--- config.mk ---
export PLATFORM = sky130hd
export DESIGN_NAME = carrier_lock_detect
export DESIGN_NICKNAME = d
export VERILOG_FILES = /design/src/rtl/cld_pkg.sv /design/src/rtl/cld_period_ctrl.sv /design/src/rtl/cld_rollover_acc.sv /design/src/rtl/carrier_lock_detect.sv
export SDC_FILE = /design/constraint.sdc
export NUM_CORES = 1
export LEC_CHECK = 0
export ABC_AREA = 1
export BUFFER_PORTS_ARGS = -buffer_cell sky130_fd_sc_hd__buf_2
export CAP_MARGIN = 20
export CELL_PAD_IN_SITES_DETAIL_PLACEMENT = 0
export CELL_PAD_IN_SITES_GLOBAL_PLACEMENT = 1
export CORE_ASPECT_RATIO = 0.6
export CORE_MARGIN = 10
export CORE_UTILIZATION = 34
export DETAILED_ROUTE_END_ITERATION = 10
export PLACE_DENSITY_LB_ADDON = 0.1
export SYNTH_ARGS = -nofsm -noshare
export SYNTH_HDL_FRONTEND = slang
export SYNTH_SLANG_ARGS = --single-unit
--- constraint.sdc ---
create_clock -name clk -period 3.9 [get_ports clk]
set_clock_uncertainty 0.05 [all_clocks]
set_input_delay 0.585 -clock clk [delete_from_list [all_inputs] [get_ports clk]]
set_output_delay 0.585 -clock clk [all_outputs]
set_load 0.005 [all_outputs]
--- src/rtl/cld_pkg.sv ---
package cld_pkg;
    localparam int ACC_W  = 18;
    localparam int FRAC_W = 7;
    localparam int PRE_W  = 16;
    localparam int PAD_W  = ACC_W - PRE_W;

    typedef enum logic {
        MODE_ACQ = 1'b0,
        MODE_TRK = 1'b1
    } mode_e;

    typedef struct packed {
        logic first;   // sample opens a new period
        logic last;    // sample closes the period
        logic report;  // closing sample of a period that is reported
    } period_ev_t;

    function automatic logic [ACC_W-1:0] align_preload(input logic [PRE_W-1:0] p);
        return {p, {PAD_W{1'b0}}};
    endfunction
endpackage

--- src/rtl/cld_period_ctrl.sv ---
module cld_period_ctrl
    import cld_pkg::*;
#(
    parameter int CNT_W   = 10,
    parameter int DWELL_W = 7
) (
    input  logic               clk,
    input  logic               rst,
    input  logic               restart,
    input  logic               mode_trk,
    input  logic               dwell_en,
    input  logic               vld,
    input  logic [CNT_W-1:0]   icnt,
    input  logic [DWELL_W-1:0] dwell,
    output period_ev_t         ev
);
    localparam int CW = CNT_W + 1;
    localparam int DW = DWELL_W + 1;

    logic [CW-1:0] cnt;
    logic [DW-1:0] dwell_left;
    logic [CW-1:0] eff_cnt;
    logic [CW-1:0] limit;
    logic [DW-1:0] dwell_load;
    logic [DW-1:0] dwell_base;

    always_comb begin
        limit      = {1'b0, icnt} + CW'(1);
        dwell_load = dwell_en ? ({1'b0, dwell} + DW'(1)) : '0;
        eff_cnt    = restart ? '0 : cnt;
        dwell_base = restart ? dwell_load : dwell_left;
        ev.first   = (eff_cnt == '0);
        ev.last    = vld && (eff_cnt >= limit);
        ev.report  = ev.last && (dwell_base == '0);
    end

    always_ff @(posedge clk) begin
        if (rst) begin
            cnt        <= '0;
            dwell_left <= dwell_load;
        end else begin
            if (vld)
                cnt <= ev.last ? '0 : eff_cnt + CW'(1);
            else
                cnt <= eff_cnt;
            if (ev.last && dwell_base != '0)
                dwell_left <= dwell_base - DW'(1);
            else
                dwell_left <= dwell_base;
        end
    end

    // no hold-off remains once track mode is running
    a_r6_track_no_dwell: assert property (@(posedge clk) disable iff (rst)
        (mode_trk && !restart) |-> (dwell_left == '0));
endmodule

--- src/rtl/cld_rollover_acc.sv ---
module cld_rollover_acc
    import cld_pkg::*;
#(
    parameter int MAG_W = 12
) (
    input  logic             clk,
    input  logic             rst,
    input  logic             vld,
    input  period_ev_t       ev,
    input  logic [PRE_W-1:0] preload,
    input  logic [MAG_W-1:0] mag,
    output logic             flag
);
    localparam int SUM_W = ACC_W + 1;
    localparam int EXT_W = SUM_W - MAG_W;

    logic [ACC_W-1:0] acc;
    logic             sticky;
    logic [ACC_W-1:0] base;
    logic [SUM_W-1:0] sum;
    logic             hit;

    always_comb begin
        base = ev.first ? align_preload(preload) : acc;
        sum  = {1'b0, base} + {{EXT_W{1'b0}}, mag};
        hit  = (ev.first ? 1'b0 : sticky) | sum[ACC_W];
    end

    always_ff @(posedge clk) begin
        if (rst) begin
            acc    <= '0;
            sticky <= 1'b0;
            flag   <= 1'b0;
        end else if (vld) begin
            acc    <= sum[ACC_W-1:0];
            sticky <= hit;
            if (ev.report)
                flag <= hit;
        end
    end

    // a rollover is only ever recorded from an accepted sample
    a_r3_sticky_on_sample: assert property (@(posedge clk) disable iff (rst)
        $rose(sticky) |-> $past(vld));
endmodule

--- src/rtl/carrier_lock_detect.sv ---
module carrier_lock_detect
    import cld_pkg::*;
#(
    parameter int CNT_W   = 10,
    parameter int DWELL_W = 7,
    parameter int MAG_W   = 12
) (
    input  logic               clk,
    input  logic               rst,
    input  logic               mode_trk,
    input  logic               stepped_en,
    input  logic               fl_sel,
    input  logic               sample_vld,
    input  logic [MAG_W-1:0]   phase_mag,
    input  logic [MAG_W-1:0]   freq_mag,
    input  logic               fl_bit,
    input  logic [CNT_W-1:0]   icnt_acq,
    input  logic [CNT_W-1:0]   icnt_trk,
    input  logic [DWELL_W-1:0] dwell,
    input  logic [15:0]        lock_pre_acq,
    input  logic [15:0]        lock_pre_trk,
    input  logic [15:0]        fl_pre_acq,
    input  logic [15:0]        fl_pre_trk,
    output logic               period_done,
    output logic               lock_flag,
    output logic               false_lock_flag
);
    localparam logic [MAG_W-1:0] ONE_MAG = MAG_W'(1) << FRAC_W;

    mode_e            mode, mode_q;
    logic             restart;
    logic             dwell_en;
    logic [CNT_W-1:0] icnt;
    logic [PRE_W-1:0] lock_pre;
    logic [MAG_W-1:0] fl_mag;
    logic [PRE_W-1:0] fl_pre_unused;
    period_ev_t       ev;

    always_comb begin
        mode          = mode_e'(mode_trk);
        restart       = (mode != mode_q);
        dwell_en      = stepped_en && (mode == MODE_ACQ);
        icnt          = (mode == MODE_TRK) ? icnt_trk : icnt_acq;
        lock_pre      = (mode == MODE_TRK) ? lock_pre_trk : lock_pre_acq;
        fl_mag        = fl_sel ? (fl_bit ? ONE_MAG : '0) : freq_mag;
        fl_pre_unused = fl_pre_acq;
    end

    always_ff @(posedge clk) begin
        if (rst) begin
            mode_q      <= mode;
            period_done <= 1'b0;
        end else begin
            mode_q      <= mode;
            period_done <= ev.report;
        end
    end

    cld_period_ctrl #(.CNT_W(CNT_W), .DWELL_W(DWELL_W)) u_ctrl (
        .clk(clk), .rst(rst), .restart(restart), .mode_trk(mode_trk),
        .dwell_en(dwell_en), .vld(sample_vld), .icnt(icnt), .dwell(dwell),
        .ev(ev)
    );

    cld_rollover_acc #(.MAG_W(MAG_W)) u_lock_acc (
        .clk(clk), .rst(rst), .vld(sample_vld), .ev(ev),
        .preload(lock_pre), .mag(phase_mag), .flag(lock_flag)
    );

    cld_rollover_acc #(.MAG_W(MAG_W)) u_fl_acc (
        .clk(clk), .rst(rst), .vld(sample_vld), .ev(ev),
        .preload(fl_pre_trk), .mag(fl_mag), .flag(false_lock_flag)
    );

    // the done strobe follows an accepted sample and lasts one cycle
    a_r2_done_after_sample: assert property (@(posedge clk) disable iff (rst)
        period_done |-> $past(sample_vld));
    a_r2_done_pulse: assert property (@(posedge clk) disable iff (rst)
        period_done |=> !period_done);
    // results change only with the strobe
    a_r7_lock_hold: assert property (@(posedge clk) disable iff (rst)
        !period_done |-> $stable(lock_flag));
    a_r7_fl_hold: assert property (@(posedge clk) disable iff (rst)
        !period_done |-> $stable(false_lock_flag));
endmodule

==> results of run 1 <==
-- flip-flops by register name, indices dropped and copies added, names as in the netlist, 8 cells and up --
name and count:
u_ctrl.dwell_left 8, u_ctrl.cnt 11, u_lock_acc.acc 18, u_fl_acc.acc 18
-- tightest hold or removal path: cells and delay by family (launching register included) --
family,cells,cell delay [ps]
compound gates,1,60
buf+inv,1,60
flops,1,290
-- stage by stage --
stage	worst slack, ps	area, µm²	cells
6_report	397	6700	1215
2_1_floorplan	10.6	5550	891
3_3_place_gp	99.3	6400	1199
4_1_cts	349	6700	1215
5_1_grt	70.4	6700	1215
3_5_place_dp	94.2	6400	1199
-- cell families (layout without fill, tap and decap cells) --
| group | after synthesis | after routing |
|---|---|---|
| multiplexers | 7 | 7 |
| flip-flops | 61 | 61 |
| buffers and inverters | 164 | 285 |
| XOR/XNOR | 33 | 33 |
| adder cells (fa/ha/maj) | 43 | 43 |
| AND/OR/NAND/NOR | 431 | 431 |
| AO/OA/AOI/OAI | 152 | 152 |
-- synthesized netlist by cell type, drive strengths merged --
library cell and instances:
a211oi 1, and2 1, o2111ai 1, inv 132, nor3 5, ha 41, or2 3, a21o 4
mux2i 6, a221oi 1, dfxtp 61, mux2 1, nand2 224, nand4 16, nand3 52, xnor2 14
a21boi 1, o21a 4, clkbuf 18, nor2 124, nor3b 1, o21ai 68, xor2 19, a21oi 44
a31oi 14, o21bai 4, buf 14, and3 1, nand3b 4, o211ai 6, o31ai 1, o221ai 3
fa 2
-- per-layer routing --
| metal | part of all wire | GRT usage | vias to the layer above |
|---|---|---|---|
| met5 | 0 | 0 | - |
| li1 | - | - | 3100 |
| met2 | 0.37 | 0.204 | 85 |
| met3 | 0.049 | 0.0346 | 8 |
| met4 | 0.0045 | 0.0229 | 0 |
| met1 | 0.57 | 0.231 | 2370 |
-- cell type report --
class / instances / share of cell area
multi-input cells: 666 / 0.546
flip-flops and latches: 61 / 0.183
repair buffers: 137 / 0.115
inverters: 132 / 0.0747
well taps: 203 / 0.0379
clock buffers: 11 / 0.0362
clock inverters: 5 / 0.00747
-- final timing paths --
path / start / to / slack (ps) / cells past startpoint
max: mode_trk / u_ctrl.dwell_left[4]$_DFF_P_ / 400 / 21
min: u_fl_acc.acc[0]$_SDFFE_PP0P_ / u_fl_acc.acc[0]$_SDFFE_PP0P_ / 400 / 2
max reg2reg: mode_q$_DFF_P_ / u_lock_acc.acc[17]$_SDFFE_PP0P_ / 470 / 26
min reg2reg: u_fl_acc.acc[0]$_SDFFE_PP0P_ / u_fl_acc.acc[0]$_SDFFE_PP0P_ / 400 / 2
-- power groups by stage --
stage	registers, W	logic [W]	clock network, W
2_1_floorplan	0.000696	0.000445	0
3_3_place_gp	0.000701	0.000624	0
3_5_place_dp	0.000701	0.000618	0
4_1_cts	0.000688	0.000621	0.000826
5_1_grt	0.000694	0.000712	0.000854
6_report	0.000688	0.000618	0.000798
-- cells in the final DEF, fill, tap and decap left out, drive strengths merged --
master,count
a211oi,1
a21boi,1
a21o,4
a21oi,44
a221oi,1
a31oi,14
and2,1
and3,1
buf,137
bufinv,1
clkbuf,11
clkinv,4
dfxtp,61
fa,2
ha,41
inv,132
mux2,1
mux2i,6
nand2,224
nand3,52
nand3b,4
nand4,16
nor2,124
nor3,5
nor3b,1
o2111ai,1
o211ai,6
o21a,4
o21ai,68
o21bai,4
o221ai,3
o31ai,1
or2,3
xnor2,14
xor2,19
-- timing repair --
action | CTS | global route
hold buffers | 0 | 0
setup endpoints to repair | 0 | 2
gates resized for setup | 0 | 1
endpoints found under the hold margin | 0 | 0
buffers inserted | 0 | 0
==> results.toml, run 1 <==
[yosys]
syn_avg_cell_area_um2 = 6.20
synthTopCellsByArea = "dfxtp_1 (22%), nand2_1 (14%), ha_1 (9.3%)"
synth_xor_area_frac = 0.0523
yosysSeqAreaShare = 0.221
synth_fp_nets = 1056
synth_area_leader_cell = "dfxtp_1"
yosys.area_share.adder = 0.100
synth_top_family_by_area = "simple AND/OR/NAND/NOR gates"
synth_cell_types = 46
synth_compound_area_frac = 0.159
synth_mux_area_frac = 0.0129
yosys.area.top_type_share = 0.221
ys_warn_count = 0
syn-cell-area_um2 = 5520
ys_ff_latch = 61
syn_inst = 891
synthSimpleGateAreaFrac = 0.335

[finish]
multiInputGateArea_um2 = 3660
diodes = 0
layout.core_utilization = 0.428
fill_cells = 1679
nets = 1172
register_area_um2 = 1220
layout-drive-gt1-share = 0.191
syn_to_final_growth_pct = 21.2

[sta]
worst_pin_slew_ps = 1080
finalSetupTns_ps = 0
timing.final.crit_share = 0.898
slew_violations = 0
fin_crit_ps = 3500
rsz0062_at_grt = "no"
finalSetupViolCount = 0
holdWs_ps = 405
relSlewSlack = 0.281
hold_viol = 0
fmax_ghz = 0.285

[critical_path]
crit_top_cell = "nor2_1"
crit_arrival_ps = 3670
critical-path-top-delay-family = "simple AND/OR/NAND/NOR gates"
startpoint_type = "primary input"
crit_required_ps = 4070
crit_type = "primary input to flip-flop"
max_stage_delay_ps = 300
crit_buf_inv = 5
crit_chain = "buf_2 -> buf_4 -> o21ai_0 -> inv_1 -> ha_1 -> inv_1 -> nor2_1 -> nand3b_1 -> nor2_1 -> nand2_1 -> xor2_1 -> ha_1 -> a21oi_1 -> o21a_1 -> nand4_1 -> and2_1 -> buf_4 -> nand2_2 -> nor2_1 -> o21ai_0 -> nand2_1"
cp_slowest_cell = "ha_1"
cp_max_fo = 16
cp-end-kind = "flip-flop"

[global_route]
antenna_found_initial = 0
grt_pass1_vias = 5360
grt_max_degree = 47
grt_pass1_wl_mm = 27.1
grtUsageTotal = 0.150
grt_overflow = 0

[placed_design]
place_hpwl_mm = 12.9
gp_congestion = 0.823
io_buffers = 108

[power]
internal_power_w = 0.00142
ir_worst_vdd_v = 0.000171
total_power_w = 0.00210
pwr-share-clk = 0.379
p_switching_w = 0.000679
power_density_nw_per_um2 = 314
p_leak_nw = 3.57
combPwrFrac = 0.294
switching_share = 0.323
seqPwrFrac = 0.327

[clocking]
clock_latency_ps = 330
cts_root_buffer = "clkbuf_16"
cts_buffers = 9
cts_tree = "built"
clockBufferDepth = 2
cts.sinks = 61
clkTransAtPathRegs_ps = 60
h-tree-depth = 3

[floorplanning]
die_h_um = 119
die-area_um2 = 21900
core_area_um2 = 15600
num_io_pins = 125
die_x_um = 185
rows = 35
start_util = 0.353

[route]
totalWireLength_mm = 16.3
detail-route-antenna-nets = 0
drt_pre_antenna_iters = 4
avgViaCountPerCell = 4.58
wl_per_cell_um = 13.4
vias = 5563
route.detailed.drc = 0
drtIter0Drc = 305

[worst_hold_path]
hold_path_class = "flip-flop to flip-flop"

[flow_run]
max_cap_violations = 0

[status]
status = "complete, no violations"
(Power assumes the default switching activity.)
==> run 2, diff against run 1 <==
Settings changed: RECOVER_POWER set to 25.
==> results.toml, run 2 (synthesized netlist as in run 1, its figures left out) <==
[global_route]
grt_max_degree = 47
met1_usage = 0.231
grt_overflow = 0
grtUsageMet2 = 0.204
grtUsageTotal = 0.150
met3_usage = 0.0346
grt.busiest_layer = "met1"
grt_pass1_vias = 5360
grt_pass1_wl_mm = 27.1
antenna_found_initial = 0

[critical_path]
max_stage_delay_ps = 350
cp_max_fo = 36
crit_type = "primary input to flip-flop"
crit_buf_inv = 9
critical-path-top-delay-family = "simple AND/OR/NAND/NOR gates"
crit_arrival_ps = 3780
cp_slowest_cell = "fa_2"
cp-end-kind = "flip-flop"
crit_required_ps = 4120
startpoint_type = "primary input"

[power]
ir_worst_vdd_v = 0.000172
power_density_nw_per_um2 = 314
p_leak_nw = 3.55
total_power_w = 0.00210

[sta]
finalSetupViolCount = 0
rsz0062_at_grt = "no"
worst_pin_slew_ps = 1080
fmax_ghz = 0.281
relSlewSlack = 0.281
slew_violations = 0
finalSetupTns_ps = 0
hold_viol = 0
fin_crit_ps = 3550
timing.final.crit_share = 0.912

[floorplanning]
die_x_um = 185
num_io_pins = 125
rows = 35
die-area_um2 = 21900
die_h_um = 119
start_util = 0.353
core_area_um2 = 15600

[worst_hold_path]
hold_path_class = "flip-flop to flip-flop"

[route]
route.detailed.drc = 0
vias = 5560
wl_per_cell_um = 13.4
detail-route-antenna-nets = 0
avgViaCountPerCell = 4.58
drt_pre_antenna_iters = 5
totalWireLength_mm = 16.3
drtIter0Drc = 305

[clocking]
clock_latency_ps = 330
cts_tree = "built"
cts_buffers = 9
cts_setup_buffers = 0
cts_root_buffer = "clkbuf_16"
clkTransAtPathRegs_ps = 50
cts.sinks = 61
clockBufferDepth = 2
h-tree-depth = 3
cts_resized = 0
cts-hold-fix-buffers = 0

[finish]
final_area_um2 = 6690
mostFrequentLayoutCells = "nand2_1 (214), inv_1 (127), nor2_1 (116), buf_2 (105), dfxtp_1 (60)"
diodes = 0
layout.core_utilization = 0.428
layout_commonest_cell = "nand2_1"
nets = 1172
reg.largest.list = "u_fl_acc.acc: 18 flops, u_lock_acc.acc: 18 flops, u_ctrl.cnt: 11 flops"
finalNonFillerCells = 1215
layout-drive-gt1-share = 0.186
syn_to_final_growth_pct = 21.0

[status]
status = "complete, no violations"

[placed_design]
io_buffers = 108
placed_cell_area_um2 = 6400
placed_cells = 1199
gp_congestion = 0.823
place_hpwl_mm = 12.9

[flow_run]
max_cap_violations = 0
-- run 2: changes by cell type in the layout (fill, tap and decap cells not counted) --
cell      previous run  this run
buf_2              108       105
buf_4               28        27
clkbuf_1             1         5
nand2_1            213       214
nand2_2              8         7
-- run 2: worst paths after layout --
check	from	endpoint	slack, ps	depth (start not counted)
worst max-delay path	mode_trk	u_lock_acc.acc[10]$_SDFFE_PP0P_	350	25
worst min-delay path	u_fl_acc.acc[0]$_SDFFE_PP0P_	u_fl_acc.acc[0]$_SDFFE_PP0P_	400	2
worst max register to register	mode_q$_DFF_P_	u_lock_acc.acc[10]$_SDFFE_PP0P_	400	24
worst min register to register	u_fl_acc.acc[0]$_SDFFE_PP0P_	u_fl_acc.acc[0]$_SDFFE_PP0P_	400	2
-- run 2: per-stage QoR --
| step | worst slack [ps] | hold WS [ps] |
|---|---|---|
| after floorplan | 10.6 | 385 |
| after detailed placement | 94.2 | 398 |
| after CTS | 349 | 405 |
| after global routing | 37.4 | 441 |
| final | 345 | 405 |
| after global placement | 99.3 | 398 |
-- run 2: routing by layer --
metal  vias up  share of wire
met1      2367           0.57
li1       3100              -
met4         0         0.0046
met2        85           0.37
met3         8          0.050
met5         -              0
-- run 2: where the power goes --
group	switching (W)	total, W	internal [W]
combinational	0.000369	0.000616	0.000247
clock	0.000291	0.000799	0.000507
sequential	0.0000192	0.000688	0.000669
total	0.000680	0.00210	0.00142
-- run 2: cell type report --
class / instances / area [µm²]
multi-input cells: 666 / 3650
fillers: 1684 / 8950
clock inverters: 5 / 50.0
well taps: 203 / 254
inverters: 132 / 500
repair buffers: 137 / 763
clock buffers: 11 / 243
flip-flops and latches: 61 / 1220
-- run 2: worst register-to-register path, stage by stage (launching register included) --
cell and delay (ps):
dfxtp_2 360, inv_2 90, nand2_4 50, nand2_4 70, inv_4 50, nor2_2 160, inv_1 60, ha_1 170
nand2_1 110, nor2_4 60, nand2_4 60, inv_2 50, buf_12 160, nor2_1 110, ha_2 200, inv_1 60
fa_2 350, o211ai_1 180, clkbuf_1 210, a21oi_1 130, o21a_1 190, or2_2 260, nand3_1 70, o211ai_1 90
inv_1 70
